`config.mk`:
```
export PLATFORM = sky130hd
export DESIGN_NAME = pair_diff_id_builder
export DESIGN_NICKNAME = d
export VERILOG_FILES = /design/src/rtl/pdib_pkg.sv /design/src/rtl/pdib_seq.sv /design/src/rtl/pdib_diff.sv /design/src/rtl/pdib_pack.sv /design/src/rtl/pair_diff_id_builder.sv
export SDC_FILE = /design/constraint.sdc
export NUM_CORES = 1
export LEC_CHECK = 0
export ABC_AREA = 1
export BUFFER_PORTS_ARGS = -buffer_cell sky130_fd_sc_hd__buf_2
export CORE_MARGIN = 2
export CORE_UTILIZATION = 38
export DETAILED_ROUTE_END_ITERATION = 12
export GPL_ROUTABILITY_DRIVEN = 0
export GPL_TIMING_DRIVEN = 0
export SKIP_CTS_REPAIR_TIMING = 1
export SKIP_LAST_GASP = 1
export SYNTH_ARGS = -nofsm -noshare
export SYNTH_HDL_FRONTEND = slang
export SYNTH_HIERARCHICAL = 1
export SYNTH_SLANG_ARGS = --single-unit
export TNS_END_PERCENT = 20
```
`constraint.sdc`:
```
create_clock -name clk -period 6.03 [get_ports clk]
set_clock_uncertainty 0.15 [all_clocks]
set_input_delay 0.3015 -clock clk [delete_from_list [all_inputs] [get_ports clk]]
set_output_delay 0.3015 -clock clk [all_outputs]
set_load 0.05 [all_outputs]
```
`src/rtl/pdib_pkg.sv`:
```
package pdib_pkg;

  // Number of top bits kept per difference for a given code,
  // clipped to the largest group the build supports.
  function automatic int unsigned keep_of(input logic [1:0] code,
                                          input int unsigned min_keep,
                                          input int unsigned max_keep);
    int unsigned k;
    k = min_keep + int'(code);
    if (k > max_keep) k = max_keep;
    return k;
  endfunction

  // Modular difference of two neighbouring means.
  function automatic logic [7:0] step_of(input logic [7:0] cur,
                                         input logic [7:0] prev);
    return cur - prev;
  endfunction

endpackage

```
`src/rtl/pdib_seq.sv`:
```
module pdib_seq #(
  parameter int unsigned N_LOOPS = 64,
  localparam int unsigned IDX_W = $clog2(N_LOOPS)
) (
  input  logic             clk,
  input  logic             rst_n,
  input  logic             accept,
  output logic             run_start,
  output logic             run_done,
  output logic [IDX_W-1:0] slot,
  output logic [IDX_W-1:0] idx
);
  localparam logic [IDX_W-1:0] LAST = IDX_W'(N_LOOPS - 1);

  logic [IDX_W-1:0] idx_q;

  assign run_start = accept && (idx_q == '0);
  assign run_done  = accept && (idx_q == LAST);
  assign slot      = idx_q - IDX_W'(1);
  assign idx       = idx_q;

  always_ff @(posedge clk or negedge rst_n) begin
    if (!rst_n)        idx_q <= '0;
    else if (run_done) idx_q <= '0;
    else if (accept)   idx_q <= idx_q + IDX_W'(1);
  end
endmodule

```
`src/rtl/pdib_diff.sv`:
```
module pdib_diff #(
  parameter int unsigned MEAN_W   = 8,
  parameter int unsigned KEEP_MAX = 4
) (
  input  logic                clk,
  input  logic                rst_n,
  input  logic                accept,
  input  logic [MEAN_W-1:0]   mean_data,
  output logic [MEAN_W-1:0]   diff,
  output logic [KEEP_MAX-1:0] top
);
  import pdib_pkg::*;

  logic [MEAN_W-1:0] prev_q;

  assign diff = step_of(mean_data, prev_q);
  assign top  = diff[MEAN_W-1 -: KEEP_MAX];

  always_ff @(posedge clk or negedge rst_n) begin
    if (!rst_n)      prev_q <= '0;
    else if (accept) prev_q <= mean_data;
  end
endmodule

```
`src/rtl/pdib_pack.sv`:
```
module pdib_pack #(
  parameter int unsigned N_DIFF   = 63,
  parameter int unsigned MIN_KEEP = 2,
  parameter int unsigned KEEP_MAX = 4,
  localparam int unsigned ID_W = N_DIFF * KEEP_MAX
) (
  input  logic [ID_W-1:0] raw,
  input  logic [1:0]      code,
  output logic [ID_W-1:0] packed_id
);
  import pdib_pkg::*;

  logic [ID_W-1:0] variant [MIN_KEEP:KEEP_MAX];

  for (genvar g = MIN_KEEP; g <= KEEP_MAX; g++) begin : g_width
    logic [ID_W-1:0] v;
    always_comb begin
      v = '0;
      for (int k = 0; k < N_DIFF; k++) begin
        for (int b = 0; b < g; b++) begin
          v[k*g + b] = raw[k*KEEP_MAX + (KEEP_MAX - g) + b];
        end
      end
    end
    assign variant[g] = v;
  end

  always_comb begin
    packed_id = '0;
    for (int g = MIN_KEEP; g <= KEEP_MAX; g++) begin
      if (keep_of(code, MIN_KEEP, KEEP_MAX) == g) packed_id = variant[g];
    end
  end
endmodule

```
`src/rtl/pair_diff_id_builder.sv`:
```
module pair_diff_id_builder #(
  parameter int unsigned N_LOOPS  = 64,
  parameter int unsigned MEAN_W   = 8,
  parameter int unsigned MIN_KEEP = 2,
  parameter int unsigned KEEP_MAX = 4,
  localparam int unsigned N_DIFF = N_LOOPS - 1,
  localparam int unsigned ID_W   = N_DIFF * KEEP_MAX
) (
  input  logic              clk,
  input  logic              rst_n,
  input  logic [1:0]        width_code,
  input  logic              mean_valid,
  input  logic [MEAN_W-1:0] mean_data,
  output logic              id_valid,
  output logic [ID_W-1:0]   id_word
);
  localparam int unsigned IDX_W = $clog2(N_LOOPS);

  // Named internal events, observed by the bound checker.
  logic              run_start;
  logic              run_done;
  logic [IDX_W-1:0]  slot;
  logic [IDX_W-1:0]  idx;
  logic [1:0]        run_code_q;
  logic [MEAN_W-1:0] diff;
  logic [KEEP_MAX-1:0] top;

  logic [ID_W-1:0] raw_q, raw_next, packed_id;
  logic            id_valid_q;
  logic [ID_W-1:0] id_word_q;

  pdib_seq #(.N_LOOPS(N_LOOPS)) u_seq (
    .clk(clk), .rst_n(rst_n), .accept(mean_valid),
    .run_start(run_start), .run_done(run_done), .slot(slot), .idx(idx)
  );

  pdib_diff #(.MEAN_W(MEAN_W), .KEEP_MAX(KEEP_MAX)) u_diff (
    .clk(clk), .rst_n(rst_n), .accept(mean_valid),
    .mean_data(mean_data), .diff(diff), .top(top)
  );

  always_comb begin
    raw_next = raw_q;
    if (mean_valid && !run_start) begin
      for (int k = 0; k < N_DIFF; k++) begin
        if (slot == IDX_W'(k)) raw_next[k*KEEP_MAX +: KEEP_MAX] = top;
      end
    end
  end

  pdib_pack #(.N_DIFF(N_DIFF), .MIN_KEEP(MIN_KEEP), .KEEP_MAX(KEEP_MAX)) u_pack (
    .raw(raw_next), .code(run_code_q), .packed_id(packed_id)
  );

  always_ff @(posedge clk or negedge rst_n) begin
    if (!rst_n) begin
      raw_q      <= '0;
      run_code_q <= '0;
      id_valid_q <= 1'b0;
      id_word_q  <= '0;
    end else begin
      id_valid_q <= run_done;
      if (mean_valid) raw_q <= raw_next;
      if (run_start)  run_code_q <= width_code;
      if (run_done)   id_word_q <= packed_id;
    end
  end

  assign id_valid = id_valid_q;
  assign id_word  = id_word_q;
endmodule

```
; Yosys cells after proc, flatten, opt, wreduce, memory -nomap -nowiden
; Cells that the tools add are included.
[op_classes]
n_addsub = 4
n_mux = 70
shift = 0
bitwise_logic = 0
n_eq_ne = 66
n_lt_le_gt_ge = 1
n_mul = 0
div = 0
reduce_logical = 7
[op_table]
columns = cell, n
row1 = $mux 252, 2
row2 = $mux 4, 63
row3 = $eq 6x6->1 const B, 32
row4 = $mux 189, 1
row5 = $mux 126, 1
row6 = $eq 6x5->1 const B, 16
row7 = $eq 32x2->1 const B, 2
row8 = $eq 6x4->1 const B, 8
row9 = $eq 32x3->1 const B, 1
row10 = $gt 32x3->1 const B, 1
row11 = $mux 32, 1
row12 = $eq 6x3->1 const B, 4
row13 = $eq 6x2->1 const B, 2
row14 = $logic_not 6->1, 2
row15 = $mux 6, 2
row16 = $sub 8x8->8, 1
row17 = $add 6x1->6 const B, 1
row18 = $eq 6x1->1 const B, 1
row19 = $sub 6x1->6 const B, 1
row20 = $add 2x2->3 const A, 1
row21 = $logic_and 1x1->1, 3
row22 = $reduce_bool 2->1, 1
row23 = $logic_not 1->1, 1
[totals]
memories = 0
output_inout_bits = 253
mem_bits_rw = 0
inputBits = 13
latch_bits = 0
reg_bits = 521
rom_bits = 0
wordCells = 154

; Depth between registers and ports, before layout
; Gate-level depths: netlist of the first run.
[depth]
depth_word = 8
mapped_depth = 18
mapped_depth_nobuf = 15

; By module
; Netlist of the first run, hierarchy kept.
[by_module_without_submodules]
columns = mod, area_per_inst_um2, instances, cells_each, seq_area_each_um2
row1 = pair_diff_id_builder, 20704.9, 1, 1995, 12687.2
row2 = pdib_pack, 3907.5, 1, 888, 0.0
row3 = pdib_diff, 669.4, 1, 91, 200.2
row4 = pdib_seq, 444.2, 1, 54, 150.1

; Worst setup path after synthesis of the first run
; Ideal clock, no wire load.
[synth_path]
kind = input port to flip-flop
from = input mean_data[0]
to = register id_word_q[130], in the netlist id_word[130]
n_path_buf = 3
slack_ps = 3382
t_arrival_ps = 2431
path_stages = 17
setup_ps = 67
t_required_ps = 5813
cell_sequence = inv_1 ha_1 inv_2 fa_1 nand2_1 nand2_1 nand3b_1 nand3_1 nand2_1 buf_4 clkbuf_1 clkbuf_1 nand3_1 nand2_1 inv_1 o21ai_0 mux2_2
[synth_between]
elab_chain_len = 5
word_cells_on_any_way = 6
cone_classes = add/sub (1) / mux (5)
[synth_rtl]
columns = item, line_no
row1 = from (decl), pair_diff_id_builder.sv:13  ; input logic [MEAN_W-1:0] mean_data,
row2 = $sub 8x8->8, pdib_pkg.sv:17  ; return cur - prev;
row3 = net diff[6], pair_diff_id_builder.sv:25  ; logic [MEAN_W-1:0] diff;
row4 = $mux 4, pair_diff_id_builder.sv:46  ; if (slot == IDX_W'(k)) raw_next[k*KEEP_MAX +: KEEP_MAX] = top;
row5 = $mux 252, pair_diff_id_builder.sv:44  ; if (mean_valid && !run_start) begin
row6 = net raw_next[174], pair_diff_id_builder.sv:28  ; logic [ID_W-1:0] raw_q, raw_next, packed_id;
row7 = $mux 189, pdib_pack.sv:31  ; if (keep_of(code, MIN_KEEP, KEEP_MAX) == g) packed_id = variant[g];
row8 = $mux 252, pdib_pack.sv:31
row9 = net packed_id[130], pair_diff_id_builder.sv:28
row10 = to (signal assigned), pair_diff_id_builder.sv:65  ; if (run_done) id_word_q <= packed_id;
row11 = to (decl), pair_diff_id_builder.sv:30  ; logic [ID_W-1:0] id_word_q;
; The timed path passes the listed nets, and every way through them passes these cells.
; A chain may end at the register's enable or synchronous reset.

; Final worst setup path of the first run
[layout_path]
from = input mean_data[0]
to = register id_word_q[187], in the netlist id_word[187]
; The elaborated chain is that of the path after synthesis.

==> results.toml, run 1 <==
[grt]
grt_pass1_vias = 22100
grt_first_pass_wirelength_mm = 143
overflow = 0
antenna_found_initial = 1
track_usage_pct = 27.5
grt_max_degree = 120

[detailed_routing]
wirelength_mm = 97.5
drtPass1Iterations = 7
vias_per_cell = 5.47
route.detailed.drc = 0
drt_iter0_drc = 2892
drt-wirelength-per-cell_microns = 22.7
ant_nets = 0
vias = 23500

[min_path]
hold_depth = 4
hold_path_end = "u_seq/idx[0]$_DFFE_PN0P_"
min_from = "mean_valid"
hold_class = "in -> reg"

[synthesis]
syn_area_per_cell_sq_um = 8.50
syn_inst = 3024
syn-num-nets = 3048
synth_area_sq_um = 25700
ys_warn_count = 6

[setup_path]
critPathMaxFanout = 10
cp_common_cell = "nand2_1"
crit_buf_inv = 7
reg2reg_depth = 16
crit_path_start = "mean_data[0]"
slowest_stage = "clkbuf_1"
worstReg2RegStart = "u_diff/prev_q[0]$_DFFE_PN0P_"
rrSetupSlack_ns = 1.65
critPathTopFamily = "buffers and inverters"
r2r-end = "id_word[187]$_DFFE_PN0P_"
endpoint_kind = "flop"
max_stage_delay_ns = 0.95
critPathRequiredTime_ns = 6.47
critPathLaunchType = "input pin"
crit_path_cell_trace = "dlygate4sd3_1 > buf_2 > inv_1 > ha_1 > inv_2 > fa_1 > nand2_1 > nand2_1 > nand3b_1 > nand3_1 > nand2_1 > buf_4 > clkbuf_1 > clkbuf_1 > nand3_1 > nand2_1 > nand3_1 > o21ai_1 > mux2_2"
critical_path_class = "in -> reg"
arrival_ns = 4.85

[clocking]
cts_inserted_buffers = 57
clk_latency_ns = 0.65
clockBufferDepth = 3
path_clk_slew_ns = 0.06
cts-root-buf = "clkbuf_16"
htree_levels = 2
cts_sinks = 521
cts_tree = "done"

[place]
place_inst = 4167
place_area_sq_um = 28300
io_buffer_count = 265
post-place-ws_ns = 1.73
hpwl_mm = 72.9

[die]
start_util_pct = 38.3
die_h_microns = 264
io_pins = 266
die-area_sq_um = 69700
rows = 95
core_area_sq_um = 67000
die_w_microns = 264

[final_layout]
fillers = 6746
final_area_sq_um = 30500
mostFrequentLayoutCell = "nand2_1"
antenna_cells = 0
drive_gt1_share_pct = 23.5
instances_no_fill = 4292
area_growth_pct = 18.6
final_util_pct = 45.5
final_cell_mix = "nand2_1, nand3_1, dfrtp_1"
final_nets = 3394

[timing]
drv_slew = 0
finalSetupViolCount = 0
grt_setup_unrepaired = "false"
hold_viol_final = 0
relSlewSlack_pct = 10.2
layout_min_cycle_time_ns = 4.42
tightest_slew_ns = 1.35
fmax_mhz = 226
setup_slack_ns = 1.61
fin_crit_sh_pct = 73.3

[power]
power_density_nw_per_um2 = 512
p_leak_nw = 18.2
total_power_w = 0.0156
ir_drop_uv = 342

[outcome]
status = "finished, final reports clean"

[job]
cap_viol_max_count = 0
==> power by group <==
group / internal (W) / switching (W) / leakage, nW / total (W)
combinational: 0.00164 / 0.00545 / 10.1 / 0.00708
sequential: 0.00439 / 0.000338 / 7.10 / 0.00473
clock: 0.00226 / 0.00154 / 0.989 / 0.00380
==> how the worst max path moves through the flow <==
stage,slack (ns),cells after the start,to
after detailed placement,1.73,18,id_word[187]$_DFFE_PN0P_
after global routing,1.60,19,id_word[187]$_DFFE_PN0P_
after floorplan,3.43,17,id_word[130]$_DFFE_PN0P_
after CTS,1.85,16,id_word[187]$_DFFE_PN0P_
final,1.61,19,id_word[187]$_DFFE_PN0P_
after global placement,-6.74,1,id_word[21]$_DFFE_PN0P_
==> layer usage <==
| layer | track usage [%] | vias to the layer above | wire [microns] |
|---|---|---|---|
| li1 | - | 10500 | - |
| met2 | 42.9 | 1385 | 43500 |
| met3 | 5.03 | 285 | 10200 |
| met4 | 13.0 | 2 | 5100 |
| met1 | 37.2 | 11300 | 38600 |
| met5 | 0 | - | 13 |
==> final cells by class <==
class | instances | area [sq um] | share of cell area (%)
clock buffers | 83 | 1660 | 5.46
multi-input cells | 2185 | 11100 | 36.4
inverters | 111 | 419 | 1.38
well taps | 873 | 1090 | 3.58
clock inverters | 25 | 362 | 1.19
repair buffers | 287 | 1650 | 5.43
flip-flops and latches | 521 | 13000 | 42.8
plain buffers | 207 | 1140 | 3.74
==> stage by stage <==
| stage | setup TNS (ns) | hold slack, ns |
|---|---|---|
| 2_1_floorplan | 0 | -0.144 |
| 3_3_place_gp | -3476.68 | 0.297 |
| 3_5_place_dp | 0 | 0.0379 |
| 4_1_cts | 0 | -0.641 |
| 5_1_grt | 0 | 0.0674 |
| 6_report | 0 | 0.0345 |
==> sequential cells by signal, summed over array words and instances (netlist names) <==
name / count
u_seq/idx: 6
id_valid: 1
run_code_q: 2
raw_q: 252
u_diff/prev_q: 8
id_word: 252
==> worst min-delay path: cells and delay by family <==
| family | cells | cell delay (ns) |
|---|---|---|
| AND/OR/NAND/NOR | 1 | 0.06 |
| buffers and inverters | 2 | 0.35 |
| AO/OA/AOI/OAI | 1 | 0.07 |
Power figures use the tool's default switching activity.
==> run 2: changes to the inputs <==
==> constraint.sdc (replaced) <==
create_clock -name clk -period 4.3 [get_ports clk]
set_clock_uncertainty 0.15 [all_clocks]
set_input_delay 0.215 -clock clk [delete_from_list [all_inputs] [get_ports clk]]
set_output_delay 0.215 -clock clk [all_outputs]
set_load 0.05 [all_outputs]
==> run 2 against run 1 <==
Critical path depth down 4. Cell count up 0.16%. Largest power group unchanged. Count of clock-buffer cells in the layout unchanged. Clock power up 41%. Wire length up 0.14%. Non-clock buffer count up 6. Register-to-register slack worse by 1.6 ns. Worst setup slack worse by 1.6 ns.
==> results.toml, run 2 (synthesis gave the netlist of run 1 again) <==
[clocking]
htree_levels = 2
clockBufferDepth = 3
path_clk_slew_ns = 0.06
cts_tree = "done"
cts_inserted_buffers = 57
cts-root-buf = "clkbuf_16"
cts_sinks = 521
clk_latency_ns = 0.65

[setup_path]
crit_path_cell_trace = "ha_1 > inv_2 > fa_1 > nand2_1 > nand2_1 > nand2_1 > xnor2_1 > buf_4 > clkbuf_1 > clkbuf_1 > nand3_1 > nand2_1 > nand2_1 > nand3_1 > mux2_2"
slowest_stage = "clkbuf_1"
critPathLaunchType = "flop"
critical_path_class = "reg -> reg"
max_stage_delay_ns = 1.06
crit_buf_inv = 4
critPathRequiredTime_ns = 4.73
arrival_ns = 4.69
cp_common_cell = "nand2_1"
critPathTopFamily = "buffers and inverters"
critPathMaxFanout = 10
endpoint_kind = "flop"

[die]
start_util_pct = 38.3
core_area_sq_um = 67000
io_pins = 266
die_w_microns = 264
rows = 95
die_h_microns = 264
die-area_sq_um = 69700

[timing]
tightest_slew_ns = 1.35
grt_setup_unrepaired = "false"
hold_viol_final = 0
relSlewSlack_pct = 10.3
layout_min_cycle_time_ns = 4.26
finalSetupViolCount = 0
fmax_mhz = 235
fin_crit_sh_pct = 99.0
drv_slew = 0

[detailed_routing]
wl_met2_mm = 43.7
maxUsedRoutingLayer = "met5"
drtPass1Iterations = 8
drt_iter0_drc = 2917
ant_nets = 0
drt-met1-wl_mm = 39.1
wl_met3_mm = 9.78
vias = 23500
route.detailed.drc = 0
wirelength_mm = 97.6
vias_per_cell = 5.46
drt-wirelength-per-cell_microns = 22.7

[grt]
grt_first_pass_wirelength_mm = 143
antenna_found_initial = 1
grt_max_degree = 120
overflow = 0
track_usage_pct = 27.5
grt_pass1_vias = 22100

[outcome]
status = "finished, final reports clean"

[final_layout]
final_nets = 3400
mostFrequentLayoutCell = "nand2_1"
area_growth_pct = 18.8
drive_gt1_share_pct = 23.4
multi_input_area_sq_um = 11100
fillers = 6739
final_cell_mix = "nand2_1, nand3_1, dfrtp_1"
final_util_pct = 45.6
final_area_sq_um = 30500
seqCellArea_sq_um = 13000

[power]
ir_drop_uv = 479
power_density_nw_per_um2 = 717
p_leak_nw = 18.2

[job]
cap_viol_max_count = 0

[place]
hpwl_mm = 72.9
place_area_sq_um = 28300
io_buffer_count = 265

[min_path]
hold_class = "in -> async"
run 2: cell count changes in the layout (fill, tap and decap cells not counted), sizes merged:
cell / before / now
diode: 0 / 1
dlygate4sd3: 16 / 22
run 2: power by group:
group | total [W] | internal (W) | switching [W]
Clock | 0.00534 | 0.00317 | 0.00217
Combinational | 0.00993 | 0.00230 | 0.00762
Sequential | 0.00663 | 0.00616 | 0.000473
Total | 0.0219 | 0.0116 | 0.0103
run 2: metrics by stage:
| step | hold WS, ns | setup slack, ns | TNS, ns | cells | power (W) |
|---|---|---|---|---|---|
| final | 0.00592 | 0.0431 | 0 | 4299 | 0.0219 |
| after detailed placement | -0.0486 | 0.0875 | 0 | 4167 | 0.0163 |
| after global placement | 0.295 | -8.39 | -4332.94 | 4162 | 0.0162 |
| after global routing | 0.0252 | 0.0685 | 0 | 4298 | 0.0228 |
| after floorplan | -0.231 | 1.73 | 0 | 3024 | 0.0127 |
| after CTS | -0.728 | 0.118 | 0 | 4275 | 0.0216 |
run 2: layer usage:
| layer | global-route usage, % | vias up |
|---|---|---|
| li1 | - | 10500 |
| met1 | 37.2 | 11300 |
| met2 | 42.9 | 1329 |
| met3 | 5.03 | 287 |
| met4 | 13.0 | 2 |
| met5 | 0 | - |
run 2: final cells by class:
class                   count  share of cell area, %
diodes                      1                0.00819
plain buffers             207                   3.74
clock buffers              83                   5.45
clock inverters            25                   1.18
inverters                 111                   1.37
multi-input cells        2185                   36.4
flip-flops and latches    521                   42.7
well taps                 873                   3.58
repair buffers            293                   5.61
run 2: path summary, 6_finish.rpt:
kind                                               from                            to  slack [ns]  cells past startpoint
max reg2reg                u_diff/prev_q[0]$_DFFE_PN0P_      id_word[104]$_DFFE_PN0P_        0.04                     15
max                        u_diff/prev_q[0]$_DFFE_PN0P_      id_word[104]$_DFFE_PN0P_        0.04                     15
min in group clk                           mean_data[6]  u_diff/prev_q[6]$_DFFE_PN0P_        0.20                      4
min                                               rst_n      id_word[247]$_DFFE_PN0P_       0.006                      3
max in group asynchronous                         rst_n         raw_q[28]$_DFFE_PN0P_        2.80                      4
min reg2reg                      raw_q[200]$_DFFE_PN0P_        raw_q[200]$_DFFE_PN0P_        0.31                      2
run 2: worst register-to-register path: stages (launching register included):
cell and delay (ns):
dfrtp_1 0.34, ha_1 0.15, inv_2 0.04, fa_1 0.38
nand2_1 0.06, nand2_1 0.07, nand2_1 0.07, xnor2_1 0.13
buf_4 0.13, clkbuf_1 0.73, clkbuf_1 1.07, nand3_1 0.24
nand2_1 0.20, nand2_1 0.07, nand3_1 0.18, mux2_2 0.19
